[src/rtl/holdover_pkg.sv]
package holdover_pkg;

  typedef enum logic {
    HS_RUN  = 1'b0,
    HS_HOLD = 1'b1
  } hold_st_e;

  typedef struct packed {
    logic auto_mode;
    logic ovr_en;
    logic force_hold;
  } hold_cfg_t;

endpackage

[src/rtl/hoc_sync.sv]
module hoc_sync #(
  parameter int STAGES = 2
) (
  input  logic clk,
  input  logic rst_n,
  input  logic d_i,
  output logic q_o
);

  logic [STAGES-1:0] sr_q;

  for (genvar i = 0; i < STAGES; i++) begin : g_stage
    if (i == 0) begin : g_first
      always_ff @(posedge clk or negedge rst_n) begin
        if (!rst_n) sr_q[0] <= 1'b0;
        else        sr_q[0] <= d_i;
      end
    end else begin : g_next
      always_ff @(posedge clk or negedge rst_n) begin
        if (!rst_n) sr_q[i] <= 1'b0;
        else        sr_q[i] <= sr_q[i-1];
      end
    end
  end

  assign q_o = sr_q[STAGES-1];

endmodule

[src/rtl/hoc_ref_fsm.sv]
module hoc_ref_fsm
  import holdover_pkg::*;
#(
  parameter int LOSS_CYC = 8,
  parameter int GAIN_CYC = 16
) (
  input  logic clk,
  input  logic rst_n,
  input  logic ref_ok_i,
  output logic hold_o
);

  localparam int CNT_MAX = (LOSS_CYC > GAIN_CYC) ? LOSS_CYC : GAIN_CYC;
  localparam int CNT_W   = $clog2(CNT_MAX + 1);
  localparam logic [CNT_W-1:0] LOSS_LAST = CNT_W'(LOSS_CYC - 1);
  localparam logic [CNT_W-1:0] GAIN_LAST = CNT_W'(GAIN_CYC - 1);

  hold_st_e         st_q, st_n;
  logic [CNT_W-1:0] cnt_q, cnt_n;

  always_comb begin
    st_n  = st_q;
    cnt_n = cnt_q;
    unique case (st_q)
      HS_RUN: begin
        if (ref_ok_i) begin
          cnt_n = '0;
        end else if (cnt_q == LOSS_LAST) begin
          st_n  = HS_HOLD;
          cnt_n = '0;
        end else begin
          cnt_n = cnt_q + CNT_W'(1);
        end
      end
      HS_HOLD: begin
        if (!ref_ok_i) begin
          cnt_n = '0;
        end else if (cnt_q == GAIN_LAST) begin
          st_n  = HS_RUN;
          cnt_n = '0;
        end else begin
          cnt_n = cnt_q + CNT_W'(1);
        end
      end
      default: begin
        st_n  = HS_RUN;
        cnt_n = '0;
      end
    endcase
  end

  always_ff @(posedge clk or negedge rst_n) begin
    if (!rst_n) begin
      st_q  <= HS_RUN;
      cnt_q <= '0;
    end else begin
      st_q  <= st_n;
      cnt_q <= cnt_n;
    end
  end

  assign hold_o = (st_q == HS_HOLD);

  // a valid reference never pushes the monitor into holdover
  p_run_stays_r5: assert property (@(posedge clk) disable iff (!rst_n)
    (!hold_o && ref_ok_i) |=> !hold_o);

  // a missing reference never releases holdover
  p_hold_stays_r6: assert property (@(posedge clk) disable iff (!rst_n)
    (hold_o && !ref_ok_i) |=> hold_o);

  // the run counter stays inside its window
  p_cnt_bound_r5: assert property (@(posedge clk) disable iff (!rst_n)
    cnt_q < CNT_W'(CNT_MAX));

endmodule

[src/rtl/hoc_word_hold.sv]
module hoc_word_hold #(
  parameter int FTW_W = 48
) (
  input  logic             clk,
  input  logic             rst_n,
  input  logic             hold_i,
  input  logic [FTW_W-1:0] ftw_i,
  output logic [FTW_W-1:0] ftw_o
);

  logic             cap_en;
  logic [FTW_W-1:0] word_q, word_n;

  always_comb begin
    cap_en = !hold_i;
    word_n = cap_en ? ftw_i : word_q;
  end

  always_ff @(posedge clk or negedge rst_n) begin
    if (!rst_n) word_q <= '0;
    else        word_q <= word_n;
  end

  assign ftw_o = hold_i ? word_q : ftw_i;

  // the frozen word does not move while holdover lasts
  p_frozen_r9: assert property (@(posedge clk) disable iff (!rst_n)
    $past(hold_i) |-> $stable(word_q));

endmodule

[src/rtl/holdover_ctrl.sv]
module holdover_ctrl
  import holdover_pkg::*;
#(
  parameter int FTW_W       = 48,
  parameter int LOSS_CYC    = 8,
  parameter int GAIN_CYC    = 16,
  parameter int SYNC_STAGES = 2
) (
  input  logic             clk,
  input  logic             rst_n,
  input  logic             cfg_auto,
  input  logic             cfg_ovr_en,
  input  logic             cfg_force_hold,
  input  logic             ref_ok,
  input  logic [FTW_W-1:0] loop_ftw,
  input  logic             pin_in,
  output logic             pin_out,
  output logic             pin_oe,
  output logic             hold_state,
  output logic [FTW_W-1:0] dds_ftw
);

  hold_cfg_t cfg_d, cfg_q;
  logic      pin_sync;
  logic      mon_hold;
  logic      hold_eff;

  always_comb begin
    cfg_d.auto_mode  = cfg_auto;
    cfg_d.ovr_en     = cfg_ovr_en;
    cfg_d.force_hold = cfg_force_hold;
  end

  always_ff @(posedge clk or negedge rst_n) begin
    if (!rst_n) cfg_q <= '0;
    else        cfg_q <= cfg_d;
  end

  hoc_sync #(.STAGES(SYNC_STAGES)) u_pin_sync (
    .clk   (clk),
    .rst_n (rst_n),
    .d_i   (pin_in),
    .q_o   (pin_sync)
  );

  hoc_ref_fsm #(.LOSS_CYC(LOSS_CYC), .GAIN_CYC(GAIN_CYC)) u_ref_fsm (
    .clk      (clk),
    .rst_n    (rst_n),
    .ref_ok_i (ref_ok),
    .hold_o   (mon_hold)
  );

  always_comb begin
    if (!cfg_q.auto_mode)  hold_eff = pin_sync;
    else if (cfg_q.ovr_en) hold_eff = cfg_q.force_hold;
    else                   hold_eff = mon_hold;
  end

  hoc_word_hold #(.FTW_W(FTW_W)) u_word_hold (
    .clk    (clk),
    .rst_n  (rst_n),
    .hold_i (hold_eff),
    .ftw_i  (loop_ftw),
    .ftw_o  (dds_ftw)
  );

  assign hold_state = hold_eff;
  assign pin_out    = mon_hold;
  assign pin_oe     = cfg_q.auto_mode;

  // Cycles since reset, saturating; used to keep $past inside the reset window
  logic [1:0] warm_q;
  always_ff @(posedge clk or negedge rst_n) begin
    if (!rst_n)             warm_q <= 2'd0;
    else if (warm_q != 2'd2) warm_q <= warm_q + 2'd1;
  end

  // configuration reaches the pin enable one edge after it is presented
  p_cfg_latency_r2: assert property (@(posedge clk) disable iff (!rst_n)
    (warm_q != 2'd0) |-> (pin_oe == $past(cfg_auto)));

  // manual mode follows the pin two edges late, override bits aside
  p_manual_sync_r3: assert property (@(posedge clk) disable iff (!rst_n)
    (warm_q == 2'd2 && !pin_oe) |-> (hold_state == $past(pin_in, 2)));

  // under override the pin is not moved by the forced bit
  p_pin_indep_r7: assert property (@(posedge clk) disable iff (!rst_n)
    (pin_oe && $stable(ref_ok) && ref_ok && !pin_out) |=> !pin_out);

endmodule

[config.mk]
export PLATFORM = sky130hd
export DESIGN_NAME = holdover_ctrl
export DESIGN_NICKNAME = d
export VERILOG_FILES = /design/src/rtl/holdover_pkg.sv /design/src/rtl/hoc_sync.sv /design/src/rtl/hoc_ref_fsm.sv /design/src/rtl/hoc_word_hold.sv /design/src/rtl/holdover_ctrl.sv
export SDC_FILE = /design/constraint.sdc
export NUM_CORES = 1
export LEC_CHECK = 0
export BUFFER_PORTS_ARGS = -buffer_cell sky130_fd_sc_hd__buf_2
export CORE_UTILIZATION = 30
export CTS_CLUSTER_DIAMETER = 200
export DETAILED_ROUTE_END_ITERATION = 8
export PLACE_DENSITY = 0.52
export SYNTH_ARGS = -nofsm -noshare
export SYNTH_HDL_FRONTEND = slang
export SYNTH_SLANG_ARGS = --single-unit
export TNS_END_PERCENT = 10
[constraint.sdc]
create_clock -name clk -period 4.04 [get_ports clk]
set_clock_uncertainty 0.1 [all_clocks]
set_input_delay 0.202 -clock clk [delete_from_list [all_inputs] [get_ports clk]]
set_output_delay 0.202 -clock clk [all_outputs]
set_load 0.01 [all_outputs]
==> results of run 1 <==
-- final cells by class --
class	instances	area, um^2	share of cell area
inverter	3	11.3	0.00340
clock inverter	7	68.8	0.0208
tap	99	124	0.0374
multi-input combinational	72	721	0.218
clock buffer	9	124	0.0374
sequential	59	1480	0.446
timing repair buffer	130	783	0.237
-- through the flow --
step / power, W / hold WS [ns] / setup slack [ns] / cell area (um^2)
after floorplan: 0.000839 / -0.194 / 2.16 / 2250
after global placement: 0.000955 / 0.131 / 1.59 / 2890
after detailed placement: 0.000960 / 0.115 / 1.58 / 2890
after CTS: 0.00150 / 0.0000732 / 1.19 / 3310
after global routing: 0.00156 / 0.00456 / 1.11 / 3310
final: 0.00148 / 0.0124 / 1.26 / 3310
-- logic make-up (layout without fill, tap and decap cells) --
logic type | count (synthesis) | count (layout) | synth area share
flip-flops | 59 | 59 | 0.655
multiplexers | 50 | 50 | 0.255
AND/OR/NAND/NOR | 14 | 14 | 0.0311
buffers and inverters | 8 | 149 | 0.0250
adder cells (fa/ha/maj) | 3 | 3 | 0.0167
AO/OA/AOI/OAI | 3 | 3 | 0.00944
XOR/XNOR | 2 | 2 | 0.00777
-- state kept, by name (all words and copies together) (netlist names) --
| signal | cells |
|---|---|
| u_word_hold.word_q | 48 |
| u_ref_fsm.cnt_q | 5 |
| cfg_q | 2 |
| pin_oe | 1 |
| u_pin_sync.q_o | 1 |
| u_pin_sync.sr_q | 1 |
| u_ref_fsm.hold_o | 1 |
-- power by group through the flow --
stage                     combinational (W)  sequential, W  clock (W)
after CTS                          0.000285       0.000681   0.000538
after floorplan                    0.000153       0.000686          0
final                              0.000280       0.000680   0.000519
after detailed placement           0.000267       0.000692          0
after global routing               0.000310       0.000688   0.000561
after global placement             0.000265       0.000690          0
-- worst paths after layout --
path	from	endpoint	slack [ns]
worst min-delay path	loop_ftw[41]	u_word_hold.word_q[41]	0.01
worst max register to register	u_ref_fsm.hold_o	u_word_hold.word_q[3]	1.81
worst min register to register	u_pin_sync.sr_q[0]	u_pin_sync.q_o	0.26
worst max-delay path	u_ref_fsm.hold_o	dds_ftw[3]	1.26
min in group asynchronous	rst_n	u_word_hold.word_q[28]	0.28
max in group asynchronous	rst_n	u_ref_fsm.cnt_q[1]	2.70
-- critical path, cell delays in order (launching register included) --
cell	delay, ns
sky130_fd_sc_hd__dfrtp_1	0.43
sky130_fd_sc_hd__mux2_2	0.30
sky130_fd_sc_hd__mux2i_4	0.60
sky130_fd_sc_hd__buf_12	0.29
sky130_fd_sc_hd__mux2_2	0.38
sky130_fd_sc_hd__buf_2	0.15
-- layout by cell type, fill, tap and decap left out, types with 2 or more instances in the layout --
master	instances
sky130_fd_sc_hd__clkinv_2	3
sky130_fd_sc_hd__nand3_1	3
sky130_fd_sc_hd__nand2_1	4
sky130_fd_sc_hd__inv_1	3
sky130_fd_sc_hd__dfrtp_1	59
sky130_fd_sc_hd__mux2_2	40
sky130_fd_sc_hd__nor2_1	4
sky130_fd_sc_hd__ha_1	3
sky130_fd_sc_hd__buf_2	105
sky130_fd_sc_hd__clkinvlp_4	2
sky130_fd_sc_hd__clkbuf_8	9
sky130_fd_sc_hd__mux2_1	9
sky130_fd_sc_hd__dlygate4sd3_1	23
sky130_fd_sc_hd__xor2_1	2
-- per-layer routing --
| metal | routed length [um] | track usage |
|---|---|---|
| met1 | 2040 | 0.142 |
| met2 | 2170 | 0.190 |
| met3 | 445 | 0.0625 |
| met4 | 82 | 0.0616 |
| met5 | 0 | 0 |
==> results.sh, run 1 <==
export IMPL_tightestPinTransition_ns=0.774
export IMPL_synth_yosys_warnings=0
export IMPL_synth_enable_flop_cells=0
export IMPL_grt_remaining_overflow=0
export IMPL_pwr_share_clk=0.351
export IMPL_clk_pin_slew_worst_paths_ns=0.07
export IMPL_cts_resized=0
export IMPL_seq_power_share=0.460
export IMPL_fillCellCount=688
export IMPL_fin_nets=333
export IMPL_worst_skew_pair_latency_ns=0.33
export IMPL_synth_commonest_cells="59 x sky130_fd_sc_hd__dfrtp_1, 40 x sky130_fd_sc_hd__mux2_2, 9 x sky130_fd_sc_hd__mux2_1"
export IMPL_die_h_um=88.7
export IMPL_leakage_nw=1.60
export IMPL_vias=1600
export IMPL_timing_final_crit_share=0.689
export IMPL_min_period_ns=2.78
export IMPL_area_added_between_synthesis_and_finish_pct=46.8
export IMPL_synth_seq_area_share=0.655
export IMPL_ys_flop_type="sky130_fd_sc_hd__dfrtp_1"
export IMPL_dr_first_iter_drc_count=47
export IMPL_finalSetupTns_ns=0
export IMPL_critPathRequiredTime_ns=3.74
export IMPL_tritoncts="built"
export IMPL_antenna_left=0
export IMPL_maxCapViolations=0
export IMPL_clock_sink_count=59
export IMPL_placement_io_buffers=105
export IMPL_die_x_um=88.7
export IMPL_synthesis_area_per_instance_um2=16.2
export IMPL_antenna_cells_inserted=0
export IMPL_detail_route_vias_per_cell=4.22
export IMPL_run_status="completed"
export IMPL_syn_num_nets=197
export IMPL_share_of_flip_flops_with_an_asynchronous_set_or_reset_after_synthesis=1.00
export IMPL_ioPinCount=106
export IMPL_timing_critical_path_arrival_ns=2.48
export IMPL_most_frequent_cell_after_synthesis="sky130_fd_sc_hd__dfrtp_1"
export IMPL_h_tree_depth=3
export IMPL_worst_hold_path_num_cells=2
export IMPL_setup_viol=0
export IMPL_synth_lib_cells_used_distinct=18
export IMPL_cts_hold_buffers_added=23
export IMPL_combinationalPowerShare=0.189
export IMPL_max_freq_mhz=359
export IMPL_clockRootBuffer="sky130_fd_sc_hd__clkbuf_8"
export IMPL_remaining_drc_errors=0
export IMPL_critical_path_peak_fanout=30
export IMPL_net_switching_power_w=0.000389
export IMPL_r2r_worst_path_cells=4
export IMPL_drive_gt1_frac=0.586
export IMPL_ir_drop_uv=277
export IMPL_critPathLaunchType="flip-flop"
export IMPL_number_of_global_route_vias_before_repair=1567
export IMPL_dp_cells=340
export IMPL_timing_max_slew_rel_slack=0.473
export IMPL_grt_pass1_wl_mm=7.09
export IMPL_cts_root_to_sink_buffers=2
export IMPL_finalWirelength_mm=4.74
export IMPL_synth_seq_cells=59
export IMPL_synth_top_cell_area_share=0.655
export IMPL_slew_violations=0
export IMPL_power_per_cell_area_nw_per_um2=447
export IMPL_globalplace_congestion=0.682
export IMPL_hold_viol=0
export IMPL_initial_antenna_violation_count=0
export IMPL_grt_max_degree=38
export IMPL_final_hpwl_from_detailed_placement_mm=3.26
export IMPL_rsz0062_at_grt="no"
export IMPL_final_util=0.456
export IMPL_number_of_rows_in_the_core_area=31
export IMPL_timing_hold_worst_class="input port to flip-flop"
export IMPL_power_internal_w=0.00109
export IMPL_cts_made_buffers=9
export IMPL_power_switching_share=0.263
export IMPL_firstDrtPassIters=3
export IMPL_post_cts_setup_buffers=0
export IMPL_cp_end_kind="output port"
export IMPL_netlist_instances=139
export IMPL_synthesis_area_um2=2250
export IMPL_floorplan_initialDensity=0.311
export IMPL_synth_largest_area_cell="sky130_fd_sc_hd__dfrtp_1"
export IMPL_timing_setup_critical_path_class="flip-flop to output port"
export IMPL_grt_use_total=0.124
export IMPL_die_area_um2=7860
export IMPL_core_area_um2=7250
export IMPL_post_drt_wl_per_cell_um=12.5
export IMPL_final_instance_count_excl_fill=379
export IMPL_synth_area_leaders="sky130_fd_sc_hd__dfrtp_1 66%, sky130_fd_sc_hd__mux2_2 20%, sky130_fd_sc_hd__mux2_1 4.5%, sky130_fd_sc_hd__ha_1 1.7%, sky130_fd_sc_hd__buf_4 1.0%"
Note: power is estimated with default switching activity, not from simulation.
==> inputs of run 2 (changes only) <==
--- a/config.mk
+++ b/config.mk
@@ -5,6 +5,7 @@
 export SDC_FILE = /design/constraint.sdc
 export NUM_CORES = 1
 export LEC_CHECK = 0
+export ABC_AREA = 1
 export BUFFER_PORTS_ARGS = -buffer_cell sky130_fd_sc_hd__buf_2
 export CORE_UTILIZATION = 30
 export CTS_CLUSTER_DIAMETER = 200
==> constraint.sdc (replaced) <==
create_clock -name clk -period 2.4 [get_ports clk]
set_clock_uncertainty 0.1 [all_clocks]
set_input_delay 0.12 -clock clk [delete_from_list [all_inputs] [get_ports clk]]
set_output_delay 0.12 -clock clk [all_outputs]
set_load 0.01 [all_outputs]
==> run 2 against run 1 <==
Compared with the run above:
- sequential share of layout area down 6.1 points
- routed wire length increased by 42%
- register-to-register slack worse by 1.1 ns
- synthesized cell count rose by 91%
- combinational power grew 89%
- global-route usage grew 4.1 points
- clock power increased by 65%
- non-clock buffer count rose by 34
==> results.sh, run 2 <==
export IMPL_rsz0062_at_grt="no"
export IMPL_synth_seq_cells=59
export IMPL_pre_cts_slack_ns=0.517
export IMPL_fillCellCount=796
export IMPL_share_of_flip_flops_with_an_asynchronous_set_or_reset_after_synthesis=1.00
export IMPL_hold_viol=0
export IMPL_most_frequent_cell_after_synthesis="sky130_fd_sc_hd__nand3_1"
export IMPL_floorplan_initialDensity=0.308
export IMPL_final_hpwl_from_detailed_placement_mm=4.13
export IMPL_clock_sink_count=59
export IMPL_maxCapViolations=0
export IMPL_remaining_drc_errors=0
export IMPL_leakage_nw=2.02
export IMPL_grt_pass1_wl_mm=11.0
export IMPL_timing_hold_worst_class="input port to async pin"
export IMPL_top_regs="u_word_hold.word_q: 48 flops, u_ref_fsm.cnt_q: 5 flops, cfg_q: 2 flops"
export IMPL_fin_nets=479
export IMPL_crit_reg2reg_capture="u_word_hold.word_q[0]"
export IMPL_timing_final_crit_share=0.914
export IMPL_globalplace_congestion=0.726
export IMPL_layout_setup_ws_ns=0.207
export IMPL_detail_route_vias_per_cell=4.53
export IMPL_r2r_worst_path_cells=5
export IMPL_critPathRequiredTime_ns=2.18
export IMPL_clk_pin_slew_worst_paths_ns=0.07
export IMPL_ys_flop_type="sky130_fd_sc_hd__dfrtp_1"
export IMPL_critical_path_peak_fanout=26
export IMPL_core_area_um2=8180
export IMPL_antenna_left=0
export IMPL_clockRootBuffer="sky130_fd_sc_hd__clkbuf_8"
export IMPL_synth_enable_flop_cells=0
export IMPL_grt_use_total=0.165
export IMPL_synthesis_area_um2=2510
export IMPL_power_per_cell_area_nw_per_um2=659
export IMPL_layout_cells_most_common_list="105 x sky130_fd_sc_hd__buf_2, 99 x sky130_fd_sc_hd__nand3_1, 60 x sky130_fd_sc_hd__nand2_1, 59 x sky130_fd_sc_hd__dfrtp_1, 54 x sky130_fd_sc_hd__dlygate4sd3_1"
export IMPL_number_of_global_route_vias_before_repair=2358
export IMPL_run_status="completed"
export IMPL_die_h_um=93.6
export IMPL_slew_violations=0
export IMPL_post_drt_wl_per_cell_um=12.7
export IMPL_area_added_between_synthesis_and_finish_pct=52.5
export IMPL_dr_first_iter_drc_count=76
export IMPL_netlist_instances=266
export IMPL_h_tree_depth=3
export IMPL_setup_reg_to_reg_worst_slack_ns=0.68
export IMPL_synth_largest_area_cell="sky130_fd_sc_hd__dfrtp_1"
export IMPL_final_common_cell="sky130_fd_sc_hd__buf_2"
export IMPL_grt_max_degree=49
export IMPL_synth_seq_area_share=0.587
export IMPL_number_of_rows_in_the_core_area=33
export IMPL_tightestPinTransition_ns=0.554
export IMPL_worstReg2RegStart="u_ref_fsm.hold_o"
export IMPL_synth_yosys_warnings=0
export IMPL_largest_register_ffs=48
export IMPL_synthesis_area_per_instance_um2=9.45
export IMPL_die_x_um=93.6
export IMPL_firstDrtPassIters=5
export IMPL_vias=2403
export IMPL_synth_area_leaders="sky130_fd_sc_hd__dfrtp_1 59%, sky130_fd_sc_hd__nand3_1 20%, sky130_fd_sc_hd__nand2_1 9.0%, sky130_fd_sc_hd__buf_6 3.6%, sky130_fd_sc_hd__buf_2 1.8%"
export IMPL_min_period_ns=2.19
export IMPL_synth_lib_cells_used_distinct=18
export IMPL_setup_viol=0
export IMPL_holdWs_ns=0.0877
export IMPL_max_freq_mhz=456
export IMPL_tritoncts="built"
export IMPL_critPathLaunchType="flip-flop"
export IMPL_timing_setup_critical_path_class="flip-flop to output port"
export IMPL_placement_io_buffers=105
export IMPL_synth_top_cell_area_share=0.587
export IMPL_grt_remaining_overflow=0
export IMPL_post_cts_setup_buffers=0
export IMPL_ir_drop_uv=330
export IMPL_timing_max_slew_rel_slack=0.630
export IMPL_timing_critical_path_arrival_ns=1.97
export IMPL_antenna_cells_inserted=0
export IMPL_worst_skew_pair_latency_ns=0.34
export IMPL_die_area_um2=8750
export IMPL_cts_made_buffers=9
export IMPL_ioPinCount=106
export IMPL_finalWirelength_mm=6.73
export IMPL_syn_num_nets=324
export IMPL_initial_antenna_violation_count=0
export IMPL_synth_commonest_cells="99 x sky130_fd_sc_hd__nand3_1, 60 x sky130_fd_sc_hd__nand2_1, 59 x sky130_fd_sc_hd__dfrtp_1"
export IMPL_largest_register="u_word_hold.word_q"
export IMPL_drive_gt1_frac=0.300
export IMPL_finalSetupTns_ns=0
export IMPL_cp_end_kind="output port"
export IMPL_cts_root_to_sink_buffers=2
[run 2: cell count changes in the layout (fill, tap and decap cells not counted), moves of 4 or more]
cell                            change
sky130_fd_sc_hd__mux2_2            -40
sky130_fd_sc_hd__inv_1              +7
sky130_fd_sc_hd__nand3_1           +96
sky130_fd_sc_hd__nand2_1           +56
sky130_fd_sc_hd__clkbuf_8           +4
sky130_fd_sc_hd__a21oi_1            +4
sky130_fd_sc_hd__dlygate4sd3_1     +31
sky130_fd_sc_hd__mux2_1             -9
[run 2: cell families after synthesis]
kind of cell	after synthesis	synth area share
flops	59	0.587
compound gates	6	0.0129
simple gates	166	0.304
buf+inv	31	0.0776
fa+ha+maj	3	0.0149
xor+xnor	1	0.00348
[run 2: metrics by stage]
stage	util	cells	cell area (um^2)	power, W
after floorplan	-	266	2510	0.00141
after global placement	0.378	461	3090	0.00162
after detailed placement	0.378	461	3090	0.00162
after CTS	0.468	531	3820	0.00256
after global routing	0.469	531	3830	0.00268
final	0.469	531	3830	0.00253
[run 2: worst max-delay path: stages (launching register included)]
cell and delay [ns]:
sky130_fd_sc_hd__dfrtp_1 0.44, sky130_fd_sc_hd__nand2_1 0.11, sky130_fd_sc_hd__nand3_2 0.40, sky130_fd_sc_hd__buf_12 0.35
sky130_fd_sc_hd__nand3_1 0.07, sky130_fd_sc_hd__nand2_1 0.10, sky130_fd_sc_hd__buf_2 0.15
[run 2: area by class of cell]
class	instances	area [um^2]	share of cell area
sequential	59	1480	0.385
timing repair buffer	164	1140	0.298
multi-input combinational	176	853	0.223
clock buffer	15	186	0.0486
tap	105	131	0.0343
inverter	11	41.3	0.0108
clock inverter	1	5.00	0.00131
[run 2: worst max-delay path by stage]
stage | startpoint | endpoint | depth (start not counted)
2_1_floorplan | u_ref_fsm.cnt_q[0] | u_ref_fsm.cnt_q[0] | 7
3_3_place_gp | pin_oe | dds_ftw[0] | 4
3_5_place_dp | pin_oe | dds_ftw[34] | 4
4_1_cts | pin_oe | dds_ftw[34] | 4
5_1_grt | u_ref_fsm.hold_o | dds_ftw[34] | 6
6_report | u_ref_fsm.hold_o | dds_ftw[0] | 6
[run 2: power by group]
part / internal [W] / switching (W)
clock network: 0.000487 / 0.000371
logic: 0.000242 / 0.000288
registers: 0.00111 / 0.0000359
total: 0.00183 / 0.000694
[run 2: per-layer routing]
layer	global-route usage	vias to the layer above	wire length [um]
li1	-	1199	-
met5	0	-	0
met3	0.0333	9	416
met4	0.0821	0	106
met2	0.271	84	3150
met1	0.206	1111	3060
[run 2: timing repair]
| item | 4_1_cts | 5_1_grt |
|---|---|---|
| hold buffers | 54 | 0 |
| gates resized for setup | 0 | 2 |
| hold endpoints to repair | 114 | 0 |
| endpoints found under the setup margin | 0 | 9 |
